**config.mk**
```make
export PLATFORM = sky130hd
export DESIGN_NAME = frag_framer
export DESIGN_NICKNAME = d
export VERILOG_FILES = /design/src/rtl/frag_pkg.sv /design/src/rtl/frag_word_fmt.sv /design/src/rtl/frag_crc_acc.sv /design/src/rtl/frag_framer.sv
export SDC_FILE = /design/constraint.sdc
export NUM_CORES = 1
export LEC_CHECK = 0
export BUFFER_PORTS_ARGS = -buffer_cell sky130_fd_sc_hd__buf_2
export CORE_MARGIN = 3
export CORE_UTILIZATION = 53
export CTS_CLUSTER_DIAMETER = 120
export DETAILED_ROUTE_END_ITERATION = 7
export HOLD_SLACK_MARGIN = 0.05
export MAX_ROUTING_LAYER = met4
export PLACE_DENSITY = 0.82
export SYNTH_ARGS = -nofsm -noshare
export SYNTH_HDL_FRONTEND = slang
export SYNTH_SLANG_ARGS = --single-unit
export TNS_END_PERCENT = 5
```
**constraint.sdc**
```tcl
create_clock -name clk -period 6.4 [get_ports clk]
set_input_delay 0.32 -clock clk [delete_from_list [all_inputs] [get_ports clk]]
set_output_delay 0.32 -clock clk [all_outputs]
set_load 0.05 [all_outputs]
```
**src/rtl/frag_pkg.sv**
```systemverilog
package frag_pkg;
   localparam int WORD_W   = 64;
   localparam int LEN_W    = 24;
   localparam int CRC_W    = 16;
   localparam logic [3:0] HDR_MARK = 4'h5;
   localparam logic [3:0] TRL_MARK = 4'hA;

   typedef enum logic [1:0] {PH_IDLE, PH_PAY, PH_TRL} phase_e;

   // Bit-serial CRC over one word, most significant bit first
   function automatic logic [CRC_W-1:0] crc_word(input logic [CRC_W-1:0] c_in,
                                                 input logic [WORD_W-1:0] w,
                                                 input logic [CRC_W-1:0] poly);
      logic [CRC_W-1:0] c;
      logic fb;
      c = c_in;
      for (int i = WORD_W-1; i >= 0; i--) begin
         fb = c[CRC_W-1] ^ w[i];
         c  = {c[CRC_W-2:0], 1'b0};
         if (fb) c = c ^ poly;
      end
      return c;
   endfunction
endpackage

```
**src/rtl/frag_word_fmt.sv**
```systemverilog
module frag_word_fmt
   import frag_pkg::*;
#(
   parameter logic [3:0] FMT_VER  = 4'h1,
   parameter bit         HDR_CONT = 1'b0
) (
   input  logic [3:0]        evt_type,
   input  logic [23:0]       trig_num,
   input  logic [11:0]       bx_num,
   input  logic [11:0]       src_id,
   input  logic [LEN_W-1:0]  frag_len,
   input  logic [CRC_W-1:0]  frag_crc,
   input  logic [7:0]        frag_stat,
   output logic [WORD_W-1:0] hdr_word,
   output logic [WORD_W-1:0] trl_word
);
   always_comb begin
      hdr_word = {HDR_MARK, evt_type, trig_num, bx_num, src_id,
                  FMT_VER, HDR_CONT, 3'b000};
      trl_word = {TRL_MARK, 4'h0, frag_len, frag_crc, 4'h0, frag_stat, 4'h0};
   end
endmodule

```
**src/rtl/frag_crc_acc.sv**
```systemverilog
module frag_crc_acc
   import frag_pkg::*;
#(
   parameter bit               CRC_EN   = 1'b1,
   parameter logic [CRC_W-1:0] CRC_POLY = 16'h1021,
   parameter logic [CRC_W-1:0] CRC_INIT = 16'hFFFF
) (
   input  logic              clk,
   input  logic              rst_n,
   input  logic              clr,
   input  logic              upd,
   input  logic [WORD_W-1:0] word,
   output logic [CRC_W-1:0]  crc
);
   if (CRC_EN) begin : g_crc
      logic [CRC_W-1:0] crc_q;
      always_ff @(posedge clk) begin
         if (!rst_n || clr) crc_q <= CRC_INIT;
         else if (upd)      crc_q <= crc_word(crc_q, word, CRC_POLY);
      end
      assign crc = crc_q;
   end else begin : g_nocrc
      logic unused_crc_in;
      assign unused_crc_in = ^{clk, rst_n, clr, upd, word};
      assign crc = '0;
   end
endmodule

```
**src/rtl/frag_framer.sv**
```systemverilog
module frag_framer
   import frag_pkg::*;
#(
   parameter int               DATA_W   = 64,
   parameter logic [3:0]       FMT_VER  = 4'h1,
   parameter bit               HDR_CONT = 1'b0,
   parameter bit               CRC_EN   = 1'b1,
   parameter logic [CRC_W-1:0] CRC_POLY = 16'h1021,
   parameter logic [CRC_W-1:0] CRC_INIT = 16'hFFFF
) (
   input  logic              clk,
   input  logic              rst_n,
   input  logic [3:0]        evt_type,
   input  logic [23:0]       trig_num,
   input  logic [11:0]       bx_num,
   input  logic [11:0]       src_id,
   input  logic [7:0]        evt_status,
   input  logic              in_valid,
   output logic              in_ready,
   input  logic [DATA_W-1:0] in_data,
   input  logic              in_last,
   output logic              out_valid,
   input  logic              out_ready,
   output logic [DATA_W-1:0] out_data,
   output logic              out_ctrl
);
   localparam logic [LEN_W-1:0] FRAME_OVH = LEN_W'(2);

   if (DATA_W != WORD_W) begin : g_bad_width
      $error("frag_framer: DATA_W must equal the 64-bit fragment word width");
   end
   if (CRC_POLY[0] != 1'b1) begin : g_bad_poly
      $error("frag_framer: CRC_POLY must have its constant term set");
   end

   phase_e            phase_q;
   logic [LEN_W-1:0]  cnt_q;
   logic [7:0]        stat_q;
   logic [CRC_W-1:0]  crc_cur;
   logic [WORD_W-1:0] hdr_word, trl_word;
   logic              hdr_fire, pay_fire, trl_fire;

   assign hdr_fire = (phase_q == PH_IDLE) && in_valid && out_ready;
   assign pay_fire = (phase_q == PH_PAY)  && in_valid && out_ready;
   assign trl_fire = (phase_q == PH_TRL)  && out_ready;

   frag_word_fmt #(.FMT_VER(FMT_VER), .HDR_CONT(HDR_CONT)) i_fmt (
      .evt_type (evt_type),
      .trig_num (trig_num),
      .bx_num   (bx_num),
      .src_id   (src_id),
      .frag_len (cnt_q + FRAME_OVH),
      .frag_crc (crc_cur),
      .frag_stat(stat_q),
      .hdr_word (hdr_word),
      .trl_word (trl_word)
   );

   frag_crc_acc #(.CRC_EN(CRC_EN), .CRC_POLY(CRC_POLY), .CRC_INIT(CRC_INIT)) i_crc (
      .clk  (clk),
      .rst_n(rst_n),
      .clr  (trl_fire),
      .upd  (hdr_fire || pay_fire),
      .word (out_data),
      .crc  (crc_cur)
   );

   always_comb begin
      unique case (phase_q)
         PH_IDLE: begin
            out_valid = in_valid;
            out_ctrl  = 1'b1;
            out_data  = hdr_word;
         end
         PH_PAY: begin
            out_valid = in_valid;
            out_ctrl  = 1'b0;
            out_data  = in_data;
         end
         default: begin
            out_valid = 1'b1;
            out_ctrl  = 1'b1;
            out_data  = trl_word;
         end
      endcase
      in_ready = (phase_q == PH_PAY) && out_ready;
   end

   always_ff @(posedge clk) begin
      if (!rst_n) begin
         phase_q <= PH_IDLE;
         cnt_q   <= '0;
         stat_q  <= '0;
      end else begin
         unique case (phase_q)
            PH_IDLE: if (hdr_fire) phase_q <= PH_PAY;
            PH_PAY: if (pay_fire) begin
               cnt_q <= cnt_q + LEN_W'(1);
               if (in_last) begin
                  stat_q  <= evt_status;
                  phase_q <= PH_TRL;
               end
            end
            default: if (trl_fire) begin
               cnt_q   <= '0;
               phase_q <= PH_IDLE;
            end
         endcase
      end
   end


   stall_hold_chk: assert property (@(posedge clk) disable iff (!rst_n)
      (out_valid && !out_ready) |=> (out_valid && $stable(out_data) && $stable(out_ctrl)));


   ready_ctrl_chk: assert property (@(posedge clk) disable iff (!rst_n)
      in_ready |-> !out_ctrl);


   hdr_next_chk: assert property (@(posedge clk) disable iff (!rst_n)
      hdr_fire |=> (phase_q == PH_PAY && cnt_q == '0));


   trl_next_chk: assert property (@(posedge clk) disable iff (!rst_n)
      (pay_fire && in_last) |=> (out_valid && out_ctrl && !in_ready));


   cnt_clear_chk: assert property (@(posedge clk) disable iff (!rst_n)
      trl_fire |=> (cnt_q == '0 && phase_q == PH_IDLE));
endmodule

```
**Yosys cells after proc, flatten, opt, wreduce, memory -nomap -nowiden**

Cells that the tools add are included.

- Register bits: 50
- Bits of input ports: 129
- Output and inout port bits: 67

- $add $sub $neg: 2
- Equal/unequal tests: 5
- Mux-type cells: 201
- Bitwise gates (word level): 129
- Reduce and logical (&&, ||, !) cells: 16

Operator list:

| kind | count |
|---|---|
| $mux 16 | 126 |
| $mux 13 | 64 |
| $not 3->3 | 64 |
| $pmux 64 s2 | 1 |
| $xor 1x1->1 | 64 |
| $mux 24 | 2 |
| $pmux 24 s2 | 1 |
| $add 24x1->24 const B | 1 |
| $add 24x2->24 const B | 1 |
| $mux 2 | 4 |
| $logic_and 1x1->1 | 6 |
| $ne 2x2->1 const B | 3 |
| $reduce_and 3->1 | 2 |
| $pmux 2 s2 | 1 |
| $reduce_and 4->1 | 1 |
| $reduce_bool 3->1 | 1 |
| $eq 2x1->1 const B | 1 |
| $eq 2x2->1 const B | 1 |
| $logic_not 2->1 | 1 |
| $logic_or 1x1->1 | 2 |
| $mux 1 | 2 |
| $reduce_bool 2->1 | 1 |
| $reduce_or 2->1 | 1 |
| $logic_not 1->1 | 1 |
| $not 1->1 | 1 |

**Depth between registers and ports, before layout**

- Depth after elaboration: 256
- Gate-level depth with buffers: 21
- Depth with buffers taken out: 15

**Modules after synthesis**

A second synthesis with hierarchy kept.

- Cells, all modules: 844
- Area, all modules: 7427.1 µm²

By module, submodules not included:

| module | times used | cells an instance | area an instance (µm²) | sequential area each (µm²) |
|---|---|---|---|---|
| frag_framer | 1 | 458 | 3253.1 | 680.7 |
| frag_crc_acc | 1 | 256 | 3205.6 | 320.3 |
| frag_word_fmt | 1 | 130 | 968.4 | 0.0 |

**Worst setup path before layout**

No wires, ideal clock.

- Kind: reg2reg
- From: register cnt_q[1]
- To: register i_crc.g_crc.crc_q[0], in the netlist i_crc.crc[0]
- Setup time: 0.062 ns
- Arrival time: 5.764 ns
- Data required time: 6.338 ns
- Slack: 0.574 ns
- Stages on the path, launching flop included: 16
- Buffers on the path: 0
- Cell sequence: dfxtp_1 -> ha_1 -> and4_1 -> nand2_1 -> or3_1 -> a31oi_1 -> xnor2_1 -> xnor3_1 -> xnor2_2 -> xnor3_1 -> xor3_1 -> xor3_2 -> xor3_2 -> xnor2_2 -> or3_1 -> nand3_1

- Elaborated cells on any way between the ends: 241
- Classes of those cells: add/sub: 1; mux: 164; bitwise: 76

RTL lines:

| element | RTL line | text |
|---|---|---|
| start, declared | frag_framer.sv:37 | `logic [LEN_W-1:0] cnt_q;` |
| start signal, assigned | frag_framer.sv:98 | `cnt_q <= cnt_q + LEN_W'(1);` |
| $add 24x2->24 (*) | frag_framer.sv:52 | `.frag_len (cnt_q + FRAME_OVH),` |
| $pmux 64 s2 (*) | frag_framer.sv:69 | `unique case (phase_q)` |
| named net out_data[51] | frag_framer.sv:24 | `output logic [DATA_W-1:0] out_data,` |
| $xor 1x1->1 (*) | frag_pkg.sv:18 | `fb = c[CRC_W-1] ^ w[i];` |
| $mux 13 (*) | frag_pkg.sv:20 | `if (fb) c = c ^ poly;` |
| $mux 16 (*) | frag_crc_acc.sv:19 | `else if (upd) crc_q <= crc_word(crc_q, word, CRC_POLY);` |
| $mux 16 (*) | frag_crc_acc.sv:18 | `if (!rst_n \|\| clr) crc_q <= CRC_INIT;` |
| $mux 16 (*) | frag_crc_acc.sv:19 |  |
| (+137 left out) | n/a |  |
| $mux 16 (*) | frag_crc_acc.sv:19 |  |
| $mux 16 (*) | frag_crc_acc.sv:18 |  |
| $mux 16 (*) | frag_crc_acc.sv:19 |  |
| $mux 16 (*) | frag_crc_acc.sv:18 |  |
| $mux 16 (*) | frag_crc_acc.sv:19 |  |
| $mux 16 (*) | frag_crc_acc.sv:18 |  |
| $xor 1x1->1 (*) | frag_pkg.sv:18 |  |
| $mux 13 (*) | frag_pkg.sv:20 |  |
| end signal, assigned | frag_crc_acc.sv:19 |  |
| end, declared | frag_crc_acc.sv:16 | `logic [CRC_W-1:0] crc_q;` |

The timed path passes the listed nets; every way through them passes the cells marked *. The select of a mux whose other input is x is not followed.
A chain may end at the register's enable or synchronous reset.

**Final worst setup path**

- From: register cnt_q[1]
- To: register i_crc.g_crc.crc_q[6], in the netlist i_crc.crc[6]

- Longest elaborated chain between the ends: 167
- Elaborated cells on any way between the ends: 256
- Classes of those cells: add/sub: 1; mux: 167; bitwise: 88

RTL lines:

| element | RTL line |
|---|---|
| $add 24x2->24 (*) | frag_framer.sv:52 |
| $pmux 64 s2 (*) | frag_framer.sv:69 |
| $xor 1x1->1 | frag_pkg.sv:18 |
| $mux 13 | frag_pkg.sv:20 |
| $mux 16 | frag_crc_acc.sv:19 |
| $mux 16 | frag_crc_acc.sv:18 |
| $mux 13 | frag_pkg.sv:20 |
| $mux 16 | frag_crc_acc.sv:19 |
| (+151 left out) | n/a |
| $mux 13 or $mux 16 (tied branches) | frag_pkg.sv:20, frag_crc_acc.sv:18 |
| $mux 16 (*) | frag_crc_acc.sv:19 |
| $mux 16 (*) | frag_crc_acc.sv:18 |
| $not 3->3 (no line) or $xor 1x1->1 (tied branches) | n/a |
| $mux 13 (*) | frag_pkg.sv:20 |
| $mux 16 (*) | frag_crc_acc.sv:19 |
| $mux 16 (*) | frag_crc_acc.sv:18 |
| $mux 13 (*) | frag_pkg.sv:20 |

Mark *: on every way between the ends. The rest lies on a longest branch, timed or not. The select of a mux whose other input is x is not followed.

==> results.yml <==
route:
  dr.pass1.iters: 5
  drc: 0
  drtIter0Drc: 509
  ant_nets: 0
  wl_per_cell_um: 19.01
  drt_wl_total_mm: 19.92
  via_per_inst: 5.705
  routed-via-count: 5979
setup_path:
  worstPathMaxFanout: 8
  reg2reg_slack_ns: 0.45
  start_kind: "register"
  path_cells: "ha_1, nand4_1, or4_1, a31oi_1, xnor3_1, xnor3_1, xor2_2, xnor3_1, xnor2_1, xnor3_1, xnor3_1, xnor2_2, xor2_1, xnor2_1, a21bo_2"
  crit_path_max_incr_delay_ns: 0.57
  cp.required_ns: 6.60
  crit_type: "register to register"
  rr_worst_depth: 15
  crit_slowest_cell: "or4_1"
  crit_top_cell: "xnor3_1"
  cp.arrival_ns: 6.14
  worstSetupEndpointType: "register"
global_routing:
  grt_pass1_vias: 5562
  use_met2: 0.4699
  use_met1: 0.4054
  grt.busiest_layer: "met2"
  grt_remaining_overflow: 0
  grt_max_degree: 59
  antenna_found_initial: 0
  grtUsageMet3: 0.04053
  grt_pass1_wl_mm: 30.11
  gr-usage-all-layers: 0.2997
clock_tree:
  cts_tree: "yes"
  clk_latency_ns: 0.30
  cts-root-buf: "clkbuf_16"
  path_clk_slew_ns: 0.08
  holdBufCountCts: 0
  postCtsResizedCells: 0
  cts_setup_buffers: 0
  clock_path_buffers: 2
  cts_made_buffers: 5
  cts.sinks: 50
  h-tree-depth: 2
sta:
  min_period_ns: 5.947
  holdWs_ns: 0.2672
  clock_skew_ns: 0.01008
  grt_setup_unrepaired: "false"
  max_freq_mhz: 168.2
  fin_setup_tns_ns: 0
  hold_violations: 0
  setup_viol: 0
  drv_slew: 0
  finalCritPeriodShare: 0.9292
  max_slew.worst_pin.slew_ns: 1.066
  relSlewSlack: 0.2876
placement:
  hpwl_mm: 16.41
  dpl_cell_area_um2: 7313
  portBuffers: 195
  gp_congestion: 0.9964
yosys:
  yosysTopAreaCellShare: 0.1705
  synthTopCellsByCount: "xnor2_1, nand2_1, dfxtp_1, nor2_1, xor2_1"
  synth_cell_types: 53
  synth-main-ff-cell: "dfxtp_1"
  yosys_warnings: 0
  netlist_area_um2: 6317
  synth_top_cell_by_area: "xnor2_1"
  synth_fp_nets: 876
  async_flop_share: 0
  yosysMostFrequentCell: "xnor2_1"
  seq_area_frac_synth: 0.1584
  synth_area_leaders: "xnor2_1, dfxtp_1, xnor3_1"
  syn_inst: 745
  syn_area_per_cell_um2: 8.480
  synth_seq_cells: 50
  synth_enable_flop_cells: 0
floorplan:
  die_w_um: 115.2
  rows: 39
  fp.dieH_um: 115.2
  die_area_um2: 13270
  ios: 196
  initial_core_util: 0.5486
  core_area_um2: 11520
layout:
  final_util: 0.6484
  final_cell_area_um2: 7467
  syn_to_final_growth_pct: 18.20
  nets: 1035
  insertedDiodeCount: 0
  layout-drive-gt1-share: 0.2630
  nFillCells: 1001
run_status:
  status: "complete, no violations"
job:
  maxCapViolCount: 0
worst_hold_path:
  hp-class: "input pin to register"
  holdPathStages: 3
## flip-flops by register name, summed over array words and instances, names as in the netlist
name	count
phase_q	2
cnt_q	24
stat_q	8
i_crc.crc	16
## critical path, delay by kind of cell (launching register included)
kind,cells,cell delay [ns]
and+or+nand+nor,2,0.90
xor gates and xnor gates,10,3.56
DFF,1,0.49
AOI/OAI and AO/OA,2,0.59
adders and majority gates,1,0.30
## cell families after synthesis
family | share of synthesized area
adders and majority gates | 0.003961
AOI/OAI and AO/OA | 0.1295
muxes | 0.06377
buffers and inverters | 0.04298
and+or+nand+nor | 0.1792
xor gates and xnor gates | 0.4221
DFF | 0.1584
## metal layers
layer / part of all wire / up-vias
met3: 0.091 / 57
met4: 0.034 / 0
met2: 0.45 / 337
met5: 0 / -
met1: 0.42 / 2717
li1: - / 2868
## placed cells by master, fill, tap and decap left out, drive strengths merged, types with 10 or more instances in the layout
cell type and count:
buf 201, xnor2 138, nand2 74, xor2 51
nor2 50, dfxtp 50, o21ai 39, mux2i 38
xnor3 31, a21oi 28, nor2b 24, nand3 21
a211oi 19, inv 17, nor3 11, a21boi 10
nand4 10
## area by class of cell
cell class	count	area, um^2	share of cell area
Clock buffer	5	125.1	0.01676
Clock inverter	3	28.78	0.003854
Inverter	16	60.06	0.008043
Multi-Input combinational cell	630	5045	0.6756
Sequential cell	50	1008	0.1351
Tap cell	143	178.9	0.02396
Timing Repair Buffer	201	1021	0.1367
## stage by stage
stage	instances	setup slack (ns)
floorplan	745	0.5741
global placement	1040	0.6029
detailed placement	1040	0.5567
CTS	1048	0.5377
global route	1048	0.2224
finish	1048	0.4531
## final timing paths
check                                    end           from
worst min register to register     stat_q[7]      stat_q[7]
worst max register to register  i_crc.crc[6]       cnt_q[1]
worst min-delay path               stat_q[3]  evt_status[3]
worst max-delay path            i_crc.crc[6]       cnt_q[1]
Power is left out: the tool's default activity adds up to more than one toggle a clock period on the data nets, which glitch-free logic cannot reach.
